## src/rtl/csg_pkg.sv

```systemverilog
`timescale 1ns/1ps
package csg_pkg;
  localparam int CNT_W = 12;  // wide enough for half-line indices
  localparam int SEQ_W = 5;   // half-line count of one vertical sequence

  typedef enum logic [1:0] {
    FAM_HI   = 2'd0,  // long-frame family
    FAM_LO_N = 2'd1,  // short frame, six-half-line serration
    FAM_LO_M = 2'd2   // short frame, seven-half-line serration
  } family_e;

  typedef enum logic [1:0] {
    SEG_EQ     = 2'd0,
    SEG_SERR   = 2'd1,
    SEG_NORMAL = 2'd2
  } seg_e;

  typedef struct packed {
    logic [CNT_W-1:0] lines;  // frame length; also field-two start in half-lines
    logic [SEQ_W-1:0] pre;
    logic [SEQ_W-1:0] ser;
    logic [SEQ_W-1:0] post;
  } cfg_t;

  function automatic family_e family_of(input logic [2:0] code);
    case (code)
      3'b010, 3'b110: family_of = FAM_LO_N;
      3'b011:         family_of = FAM_LO_M;
      default:        family_of = FAM_HI;
    endcase
  endfunction
endpackage

```

## src/rtl/csg_cfg_decode.sv

```systemverilog
`timescale 1ns/1ps
module csg_cfg_decode
  import csg_pkg::*;
#(
  parameter int LINES_HI = 625,
  parameter int LINES_LO = 525,
  parameter int EQ_HI    = 5,
  parameter int EQ_LO    = 6,
  parameter int SER_HI   = 5,
  parameter int SER_LO_N = 6,
  parameter int SER_LO_M = 7
) (
  input  logic [2:0] sys_code,
  input  logic       progressive,
  output cfg_t       cfg
);
  logic [CNT_W-1:0] base_lines;

  always_comb begin
    case (family_of(sys_code))
      FAM_LO_N: begin
        base_lines = CNT_W'(LINES_LO);
        cfg.pre    = SEQ_W'(EQ_LO);
        cfg.ser    = SEQ_W'(SER_LO_N);
        cfg.post   = SEQ_W'(EQ_LO);
      end
      FAM_LO_M: begin
        base_lines = CNT_W'(LINES_LO);
        cfg.pre    = SEQ_W'(EQ_LO);
        cfg.ser    = SEQ_W'(SER_LO_M);
        cfg.post   = SEQ_W'(EQ_LO);
      end
      default: begin
        base_lines = CNT_W'(LINES_HI);
        cfg.pre    = SEQ_W'(EQ_HI);
        cfg.ser    = SEQ_W'(SER_HI);
        cfg.post   = SEQ_W'(EQ_HI);
      end
    endcase
    // the non-interlaced frame drops one line
    cfg.lines = base_lines - CNT_W'(progressive);
  end
endmodule

```

## src/rtl/csg_timebase.sv

```systemverilog
`timescale 1ns/1ps
module csg_timebase
  import csg_pkg::*;
#(
  parameter int LINE_CLKS = 320,
  parameter int HCNT_W    = 9,
  parameter int LINE_W    = 10
) (
  input  logic              clk,
  input  logic              rst,
  input  logic              en,
  input  cfg_t              cfg_in,
  output logic [HCNT_W-1:0] hcnt,
  output logic [LINE_W-1:0] line,
  output logic [HCNT_W-1:0] hcnt_nx,
  output logic [LINE_W-1:0] line_nx,
  output cfg_t              cfg_nx
);
  localparam logic [HCNT_W-1:0] LAST = HCNT_W'(LINE_CLKS - 1);

  cfg_t cfg;

  always_comb begin
    hcnt_nx = hcnt;
    line_nx = line;
    cfg_nx  = cfg;
    if (en) begin
      if (hcnt == LAST) begin
        hcnt_nx = '0;
        if (CNT_W'(line) >= cfg.lines) begin
          line_nx = LINE_W'(1);
          cfg_nx  = cfg_in;  // new settings only take hold at frame wrap
        end else begin
          line_nx = line + 1'b1;
        end
      end else begin
        hcnt_nx = hcnt + 1'b1;
      end
    end
  end

  always_ff @(posedge clk) begin
    if (rst) begin
      hcnt <= '0;
      line <= LINE_W'(1);
      cfg  <= cfg_in;
    end else begin
      hcnt <= hcnt_nx;
      line <= line_nx;
      cfg  <= cfg_nx;
    end
  end
endmodule

```

## src/rtl/csg_pulse_decode.sv

```systemverilog
`timescale 1ns/1ps
module csg_pulse_decode
  import csg_pkg::*;
#(
  parameter int LINE_CLKS = 320,
  parameter int HSYNC_W   = 24,
  parameter int EQ_W      = 12,
  parameter int SERR_GAP  = 24,
  parameter int HCNT_W    = 9,
  parameter int LINE_W    = 10
) (
  input  logic [HCNT_W-1:0] hcnt,
  input  logic [LINE_W-1:0] line,
  input  cfg_t              cfg,
  output logic              csync,
  output logic              line_start,
  output logic              field_start,
  output logic              field_two
);
  localparam logic [HCNT_W-1:0] HALF_C = HCNT_W'(LINE_CLKS / 2);
  localparam logic [HCNT_W-1:0] EQ_C   = HCNT_W'(EQ_W);
  localparam logic [HCNT_W-1:0] SERR_C = HCNT_W'(LINE_CLKS / 2 - SERR_GAP);
  localparam logic [HCNT_W-1:0] HS_C   = HCNT_W'(HSYNC_W);

  logic              second;
  logic [HCNT_W-1:0] hpos;
  logic [LINE_W-1:0] lm1;
  logic [CNT_W-1:0]  hl, rel, b1, b2, b3;
  seg_e              seg;

  always_comb begin
    second = (hcnt >= HALF_C);
    hpos   = second ? (hcnt - HALF_C) : hcnt;
    lm1    = line - 1'b1;
    hl     = CNT_W'({lm1, second});             // half-line index in frame
    field_two = (hl >= cfg.lines);
    rel    = field_two ? (hl - cfg.lines) : hl; // half-line index in field
    b1 = CNT_W'(cfg.pre);
    b2 = b1 + CNT_W'(cfg.ser);
    b3 = b2 + CNT_W'(cfg.post);

    if (rel < b1)      seg = SEG_EQ;
    else if (rel < b2) seg = SEG_SERR;
    else if (rel < b3) seg = SEG_EQ;
    else               seg = SEG_NORMAL;

    case (seg)
      SEG_EQ:   csync = (hpos < EQ_C);
      SEG_SERR: csync = (hpos < SERR_C);
      default:  csync = (hcnt < HS_C);
    endcase

    line_start  = (hcnt == '0);
    field_start = (hpos == '0) && (rel == '0);
  end
endmodule

```

## src/rtl/csync_gen.sv

```systemverilog
`timescale 1ns/1ps
module csync_gen
  import csg_pkg::*;
#(
  parameter int LINE_CLKS = 320,
  parameter int HSYNC_W   = 24,
  parameter int EQ_W      = 12,
  parameter int SERR_GAP  = 24,
  parameter int LINES_HI  = 625,
  parameter int LINES_LO  = 525,
  parameter int EQ_HI     = 5,
  parameter int EQ_LO     = 6,
  parameter int SER_HI    = 5,
  parameter int SER_LO_N  = 6,
  parameter int SER_LO_M  = 7,
  parameter int LINE_W    = 10,
  parameter int HCNT_W    = $clog2(LINE_CLKS)
) (
  input  logic              clk,
  input  logic              rst,
  input  logic              pix_en,
  input  logic [2:0]        sys_code,
  input  logic              progressive,
  output logic              csync,
  output logic              line_start,
  output logic              field_start,
  output logic              field_two,
  output logic [LINE_W-1:0] line_num,
  output logic [HCNT_W-1:0] hcount
);
  cfg_t              cfg_in, cfg_nx;
  logic [HCNT_W-1:0] hcnt_nx;
  logic [LINE_W-1:0] line_nx;
  logic              cs_d, ls_d, fs_d, f2_d;

  csg_cfg_decode #(
    .LINES_HI(LINES_HI), .LINES_LO(LINES_LO), .EQ_HI(EQ_HI), .EQ_LO(EQ_LO),
    .SER_HI(SER_HI), .SER_LO_N(SER_LO_N), .SER_LO_M(SER_LO_M)
  ) u_cfg (
    .sys_code(sys_code), .progressive(progressive), .cfg(cfg_in)
  );

  csg_timebase #(
    .LINE_CLKS(LINE_CLKS), .HCNT_W(HCNT_W), .LINE_W(LINE_W)
  ) u_tb (
    .clk(clk), .rst(rst), .en(pix_en), .cfg_in(cfg_in),
    .hcnt(hcount), .line(line_num),
    .hcnt_nx(hcnt_nx), .line_nx(line_nx), .cfg_nx(cfg_nx)
  );

  // decode the upcoming state so the registered outputs line up with the counters
  csg_pulse_decode #(
    .LINE_CLKS(LINE_CLKS), .HSYNC_W(HSYNC_W), .EQ_W(EQ_W),
    .SERR_GAP(SERR_GAP), .HCNT_W(HCNT_W), .LINE_W(LINE_W)
  ) u_dec (
    .hcnt(hcnt_nx), .line(line_nx), .cfg(cfg_nx),
    .csync(cs_d), .line_start(ls_d), .field_start(fs_d), .field_two(f2_d)
  );

  always_ff @(posedge clk) begin
    if (rst) begin
      csync       <= 1'b1;  // line 1 opens with an equalizing pulse
      line_start  <= 1'b1;
      field_start <= 1'b1;
      field_two   <= 1'b0;
    end else if (pix_en) begin
      csync       <= cs_d;
      line_start  <= ls_d;
      field_start <= fs_d;
      field_two   <= f2_d;
    end
  end
endmodule

```

## config.mk

```make
export PLATFORM = sky130hd
export DESIGN_NAME = csync_gen
export DESIGN_NICKNAME = d
export VERILOG_FILES = /design/src/rtl/csg_pkg.sv /design/src/rtl/csg_cfg_decode.sv /design/src/rtl/csg_timebase.sv /design/src/rtl/csg_pulse_decode.sv /design/src/rtl/csync_gen.sv
export SDC_FILE = /design/constraint.sdc
export NUM_CORES = 1
export LEC_CHECK = 0
export ABC_CLOCK_PERIOD_IN_PS = 11040
export BUFFER_PORTS_ARGS = -buffer_cell sky130_fd_sc_hd__buf_2
export CAP_MARGIN = 20
export CORE_MARGIN = 5
export CORE_UTILIZATION = 45
export CTS_CLUSTER_SIZE = 10
export DETAILED_ROUTE_END_ITERATION = 8
export PLACE_DENSITY_LB_ADDON = 0.15
export SLEW_MARGIN = 20
export SYNTH_ARGS = -nofsm -noshare
export SYNTH_HDL_FRONTEND = slang
export SYNTH_HIERARCHICAL = 1
export SYNTH_SLANG_ARGS = --single-unit
```

## constraint.sdc

```tcl
create_clock -name clk -period 11.04 [get_ports clk]
set_clock_uncertainty 0.15 [all_clocks]
set_input_delay 1.104 -clock clk [delete_from_list [all_inputs] [get_ports clk]]
set_output_delay 1.104 -clock clk [all_outputs]
set_load 0.02 [all_outputs]
```

==> reports/qor.yml, run 1 <==
setup.worst_path.class: "input port to flop"
hp-class: "flop to flop"
synth_edf_count: 0
clkTransAtPathRegs_ps: 90
synth_area_um2: 4760
worst_pin_slew_ps: 948
die_area_um2: 12700
start_util_pct: 46.1
syn_to_final_growth_pct: 4.73
diodes: 0
ant_nets: 0
grt_pass1_wl_um: 17900
startpoint_type: "input port"
tns_ps: 0
gp_congestion: 0.869
outcome: "finished clean"
yosysSeqAreaShare_pct: 21.0
async_flop_share_pct: 0
synth.area.top_cells: "dfxtp_1, ha_1, mux2_2"
hpwl_um: 8540
end_kind: "flop"
period_share_pct: 73.4
drv_slew: 0
synth.distinct_cells: 67
insertion_delay_ps: 320
worst-path-max-fanout: 37
syn_inst: 540
finalWirelength_um: 10600
vias: 3695
yosysTopAreaCellShare_pct: 21.0
drt_iter0_drc: 214
fin_crit_ps: 8110
routedWlPerCell_um: 15.3
synth_top_area_cell: "dfxtp_1"
power_density_nw_per_um2: 106
tritoncts: "built"
rows: 37
drv_cap: 0
portBuffers: 29
htree_levels: 2
cts_inserted_buffers: 5
hold_viol: 0
timing.fmax_mhz: 123
die_y_um: 113
viasPerCell: 5.35
drive_gt1_share_pct: 19.6
root_buffer: "clkbuf_8"
ys_ff_latch: 50
p_leak_uw: 0.00237
io_pins: 30
cts_sinks: 50
die_width_um: 113
drc: 0
firstDrtPassIters: 4
setup_ws_ps: 2930
grt.total_usage_pct: 17.0
cts_max_path_buffers: 2
post_cts_buffers: 0
core-area_um2: 10300
holdBufCountCts: 0
critPathArrivalTime_ps: 8170
overflow: 0
max_slew_margin_pct: 36.7
yosysWarningCount: 6
setup_viol: 0
synth-main-ff-cell: "dfxtp_1"
fin_hold_ws_ps: 338
grt_max_degree: 38
antenna_found_initial: 0
ctsResizeCount: 0
grt_pass1_vias: 3676
fin_nets: 617
postSynthAreaPerCell_um2: 8.81
required_ps: 11100
rsz0062_at_grt: "no"
ir_drop_uv: 54.2
pre_cts_ws_ps: 2660
==> metal layers <==
metal | track usage (%) | up-vias | wire length (um)
met5 | 0 | - | 0
met4 | 4.73 | 0 | 146
met3 | 2.62 | 12 | 340
met2 | 28.4 | 44 | 4940
met1 | 22.9 | 1726 | 5180
li1 | - | 1913 | -
==> worst paths after layout <==
kind                                 from  cells after the start  slack [ps]                   to
setup / recovery                   pix_en                     22        2930   csync$_SDFFE_PP1P_
hold / removal        u_tb/cfg[1]$_DFF_P_                      1         340  u_tb/cfg[1]$_DFF_P_
setup reg to reg  u_tb/line[0]$_SDFF_PP1_                     24        3280   csync$_SDFFE_PP1P_
hold reg to reg       u_tb/cfg[1]$_DFF_P_                      1         340  u_tb/cfg[1]$_DFF_P_
==> flip-flops by register name, summed over array words and instances, names as in the netlist <==
signal and count:
u_tb/hcnt 9, line_start 1, field_two 1, u_tb/cfg 27, u_tb/line 10, field_start 1
csync 1
==> power by group <==
group | internal, uW | switching (uW)
clock | 72.6 | 62.4
combinational | 88.7 | 104
sequential | 194 | 8.13
==> metrics by stage <==
step | cells | area (um2) | utilization (%) | total power, uW
final | 691 | 4980 | 48.3 | 529
after global routing | 691 | 4980 | 48.3 | 566
after floorplan | 553 | 4810 | - | 359
after CTS | 691 | 4980 | 48.3 | 534
after global placement | 684 | 4870 | 47.2 | 391
after detailed placement | 684 | 4870 | 47.2 | 396
==> worst max-delay path: stages <==
cell and delay, ps:
buf_2 250, nand4_1 180, or3_1 570, nor2_4 800, nor2_1 220, nor3_2 280
nand2_1 130, or4_1 440, nor2_1 140, xor2_1 90, ha_1 340, nand4b_1 220
o31ai_4 730, mux2_2 460, ha_1 230, nor4b_1 400, or4bb_1 430, a32o_1 260
a221oi_1 320, or4_1 160, nand3_1 70, a211o_1 290
==> Yosys cell counts (17+ instances only) <==
library cell / instances
ha_1: 52
inv_1: 52
dfxtp_1: 50
mux2_2: 35
nor2_1: 32
buf_4: 25
a21oi_1: 24
nand2_1: 24
nor3_1: 21
mux2_4: 18
o21ai_0: 18
nor2b_1: 17
xor2_1: 17
==> cells in the final DEF, fill, tap and decap left out, drive strengths merged, types with 4 or more instances in the layout <==
| cell | instances |
|---|---|
| a21oi | 25 |
| inv | 52 |
| nor2b | 17 |
| o21ai | 18 |
| a211oi | 7 |
| conb | 15 |
| clkbuf | 6 |
| nor4 | 5 |
| nand4 | 9 |
| buf | 31 |
| ha | 52 |
| mux2 | 53 |
| dfxtp | 50 |
| a211o | 8 |
| nand3b | 5 |
| xnor2 | 16 |
| nand3 | 12 |
| o22ai | 4 |
| nor2 | 35 |
| nand2b | 4 |
| a21o | 8 |
| nand2 | 24 |
| nor3 | 22 |
| o21bai | 4 |
| xor2 | 18 |
==> logic make-up (layout without fill, tap and decap cells) <==
kind of cell / after synthesis / after routing / synth area share (%)
AOI/OAI and AO/OA: 95 / 95 / 14.3
xor gates and xnor gates: 34 / 34 / 6.42
adders and majority gates: 55 / 55 / 14.9
buffers and inverters: 88 / 90 / 9.71
DFF: 50 / 50 / 21.0
muxes: 56 / 56 / 14.6
other: 2 / 15 / 0.158
and+or+nand+nor: 160 / 160 / 18.9
==> cell type report <==
| type | instances | area, um2 |
|---|---|---|
| fill | 997 | 5340 |
| multi-input combinational | 415 | 3340 |
| sequential | 50 | 1000 |
| inverter | 52 | 195 |
| tap | 136 | 170 |
| timing repair buffer | 31 | 160 |
| clock buffer | 6 | 82.6 |
| clock inverter | 1 | 30.0 |
No activity file was read; power rests on OpenSTA's default activity.
==> inputs of run 2 (changes only) <==
- ABC_CLOCK_PERIOD_IN_PS: 11040 -> 8100
- clock period: 11.04 -> 8.1 ns (I/O delays scaled with it)
==> run 2 against run 1 <==
Against the previous run: count of clock-buffer cells in the layout fell by 1; largest cell class unchanged; sequential cell count did not move; register-to-register slack got worse by 2500 ps; setup slack got worse by 2200 ps; clock power rose by 41%; die area did not move; critical endpoint unchanged; via count rose by 1.8%; critical path depth rose by 4; sequential share of layout area fell by 0.24 points; total power rose by 35%; first-iteration DRC count rose by 0.93%.
==> reports/qor.yml, run 2 (synthesis gave the netlist of run 1 again) <==
outcome: "finished clean"
die_area_um2: 12700  # unchanged
io_pins: 30  # unchanged
grt.total_usage_pct: 17.4  # +0.35 points
start_util_pct: 46.1  # unchanged
ir_drop_uv: 69.8  # +29%
whs_path_depth: 1  # unchanged
firstDrtPassIters: 4  # unchanged
rsz0062_at_grt: "no"
drc: 0  # unchanged
hp-class: "flop to flop"
r2r_setup_slack_ps: 780  # -2500 ps
syn_to_final_growth_pct: 6.00
required_ps: 8190  # -2910 ps
viasPerCell: 5.37  # +0.48%
pre_cts_ws_ps: 592  # -2070 ps
top_register: "u_tb/cfg"
fin_hold_ws_ps: 338  # -0.0100 ps
ctsResizeCount: 0  # unchanged
setup.worst_path.class: "flop to flop"
drv_slew: 0  # unchanged
gp_congestion: 0.882  # +1.5%
fin_crit_ps: 7320
rr_worst_depth: 26  # +8.3%
ant_nets: 0  # unchanged
portBuffers: 29  # unchanged
vias: 3761  # +1.8%
insertion_delay_ps: 340  # +20 ps
diodes: 0  # unchanged
end_kind: "flop"
min_from: "u_tb/cfg[3]$_DFF_P_"
drv_cap: 0  # unchanged
layout_common_cells: "inv_1, ha_1, dfxtp_1, mux2_2, nor2_1"
root_buffer: "clkbuf_8"
p_leak_uw: 0.00241  # +1.8%
holdBufCountCts: 0  # unchanged
reg2reg_from: "u_tb/cfg[24]$_DFF_P_"
hpwl_um: 8340  # -2.4%
r2r-end: "csync$_SDFFE_PP1P_"
routedWlPerCell_um: 15.2  # -1.0%
period_share_pct: 90.4
grt_max_degree: 28  # -26%
grt_pass1_wl_um: 18000  # +0.35%
drt_iter0_drc: 216  # +0.93%
startpoint_type: "flop"
fin_nets: 625  # +1.3%
power_uw: 716  # +35%
timing.fmax_mhz: 137
max_slew_margin_pct: 58.0  # +21 points
cts_sinks: 50  # unchanged
top_regs: "u_tb/cfg (27), u_tb/line (10), u_tb/hcnt (9)"
hold_viol: 0  # unchanged
cpMostUsedCell: "ha_1"
tns_ps: 0  # unchanged
tritoncts: "built"
setup_viol: 0  # unchanged
whs_endpoint: "u_tb/cfg[3]$_DFF_P_"
cts_inserted_buffers: 5  # unchanged
core-area_um2: 10300  # unchanged
clkTransAtPathRegs_ps: 100  # about the same
rows: 37  # unchanged
finalWirelength_um: 10600  # +0.29%
htree_levels: 2  # unchanged
critPathArrivalTime_ps: 7420  # -750 ps
worst-path-max-fanout: 11  # -70%
die_y_um: 113  # unchanged
worst_pin_slew_ps: 626  # -322 ps
drive_gt1_share_pct: 20.9  # +1.3 points
cts_max_path_buffers: 2  # unchanged
power_density_nw_per_um2: 142  # +34%
cpPeakStageDelay_ps: 530  # -270 ps
grt_pass1_vias: 3608  # -1.8%
die_width_um: 113  # unchanged
largest_register_ffs: 27  # unchanged
overflow: 0  # unchanged
setup_ws_ps: 775  # -2160 ps
critPathSlowestCell: "or4b_4"
antenna_found_initial: 0  # unchanged
==> run 2: changes by cell type in the layout (fill, tap and decap cells not counted), sizes merged <==
cell	before	now
buf	31	39
clkbuf	6	5
inv	52	53
clkinv	0	1
==> run 2: area by class of cell <==
type                       count  area [um2]
clock buffer                   5        68.8
clock inverter                 3        43.8
fill                         991        5280
inverter                      52         195
multi-input combinational    415        3340
sequential                    50        1000
tap                          136         170
timing repair buffer          39         220
==> run 2: metrics by stage <==
| step | utilization (%) | cell area [um2] | std cells |
|---|---|---|---|
| after floorplan | - | 4810 | 553 |
| after global placement | 47.4 | 4890 | 687 |
| after detailed placement | 47.4 | 4890 | 687 |
| after CTS | 48.5 | 5000 | 695 |
| after global routing | 48.8 | 5040 | 700 |
| final | 48.8 | 5040 | 700 |
==> run 2: worst max-delay path by stage <==
stage                                  from                 end  cells past startpoint
finish                 u_tb/cfg[24]$_DFF_P_  csync$_SDFFE_PP1P_                     26
global route        u_tb/line[0]$_SDFF_PP1_  csync$_SDFFE_PP1P_                     26
CTS                 u_tb/line[0]$_SDFF_PP1_  csync$_SDFFE_PP1P_                     24
detailed placement                   pix_en  csync$_SDFFE_PP1P_                     23
global placement    u_tb/line[0]$_SDFF_PP1_  csync$_SDFFE_PP1P_                     24
floorplan                            pix_en  csync$_SDFFE_PP1P_                     25
==> run 2: critical path, delay by kind of cell, from the launching register on <==
kind,cells,cell delay (ps)
xor+xnor,1,120
mux,1,440
flops,1,350
compound gates,9,2340
fa+ha+maj,4,1190
buf+inv,2,180
simple gates,9,2460
==> run 2: repair_timing <==
action / 4_1_cts / 5_1_grt
buffers inserted: 0 / 5
endpoints found under the hold margin: 0 / 0
setup endpoints to repair: 0 / 1
==> run 2: report_power, final <==
group	leakage, uW	internal, uW	switching (uW)	total [uW]
clock network	0.0000585	92.7	97.3	190
registers	0.000414	264	11.4	275
logic	0.00194	119	132	251
==> run 2: per-layer routing <==
layer	part of all wire, %	wire (um)	track usage (%)	up-vias
li1	-	-	-	1937
met4	2.2	232	6.97	0
met1	47	5000	22.3	1771
met3	2.5	268	2.46	12
met2	48	5130	29.3	41
met5	0	0	0	-
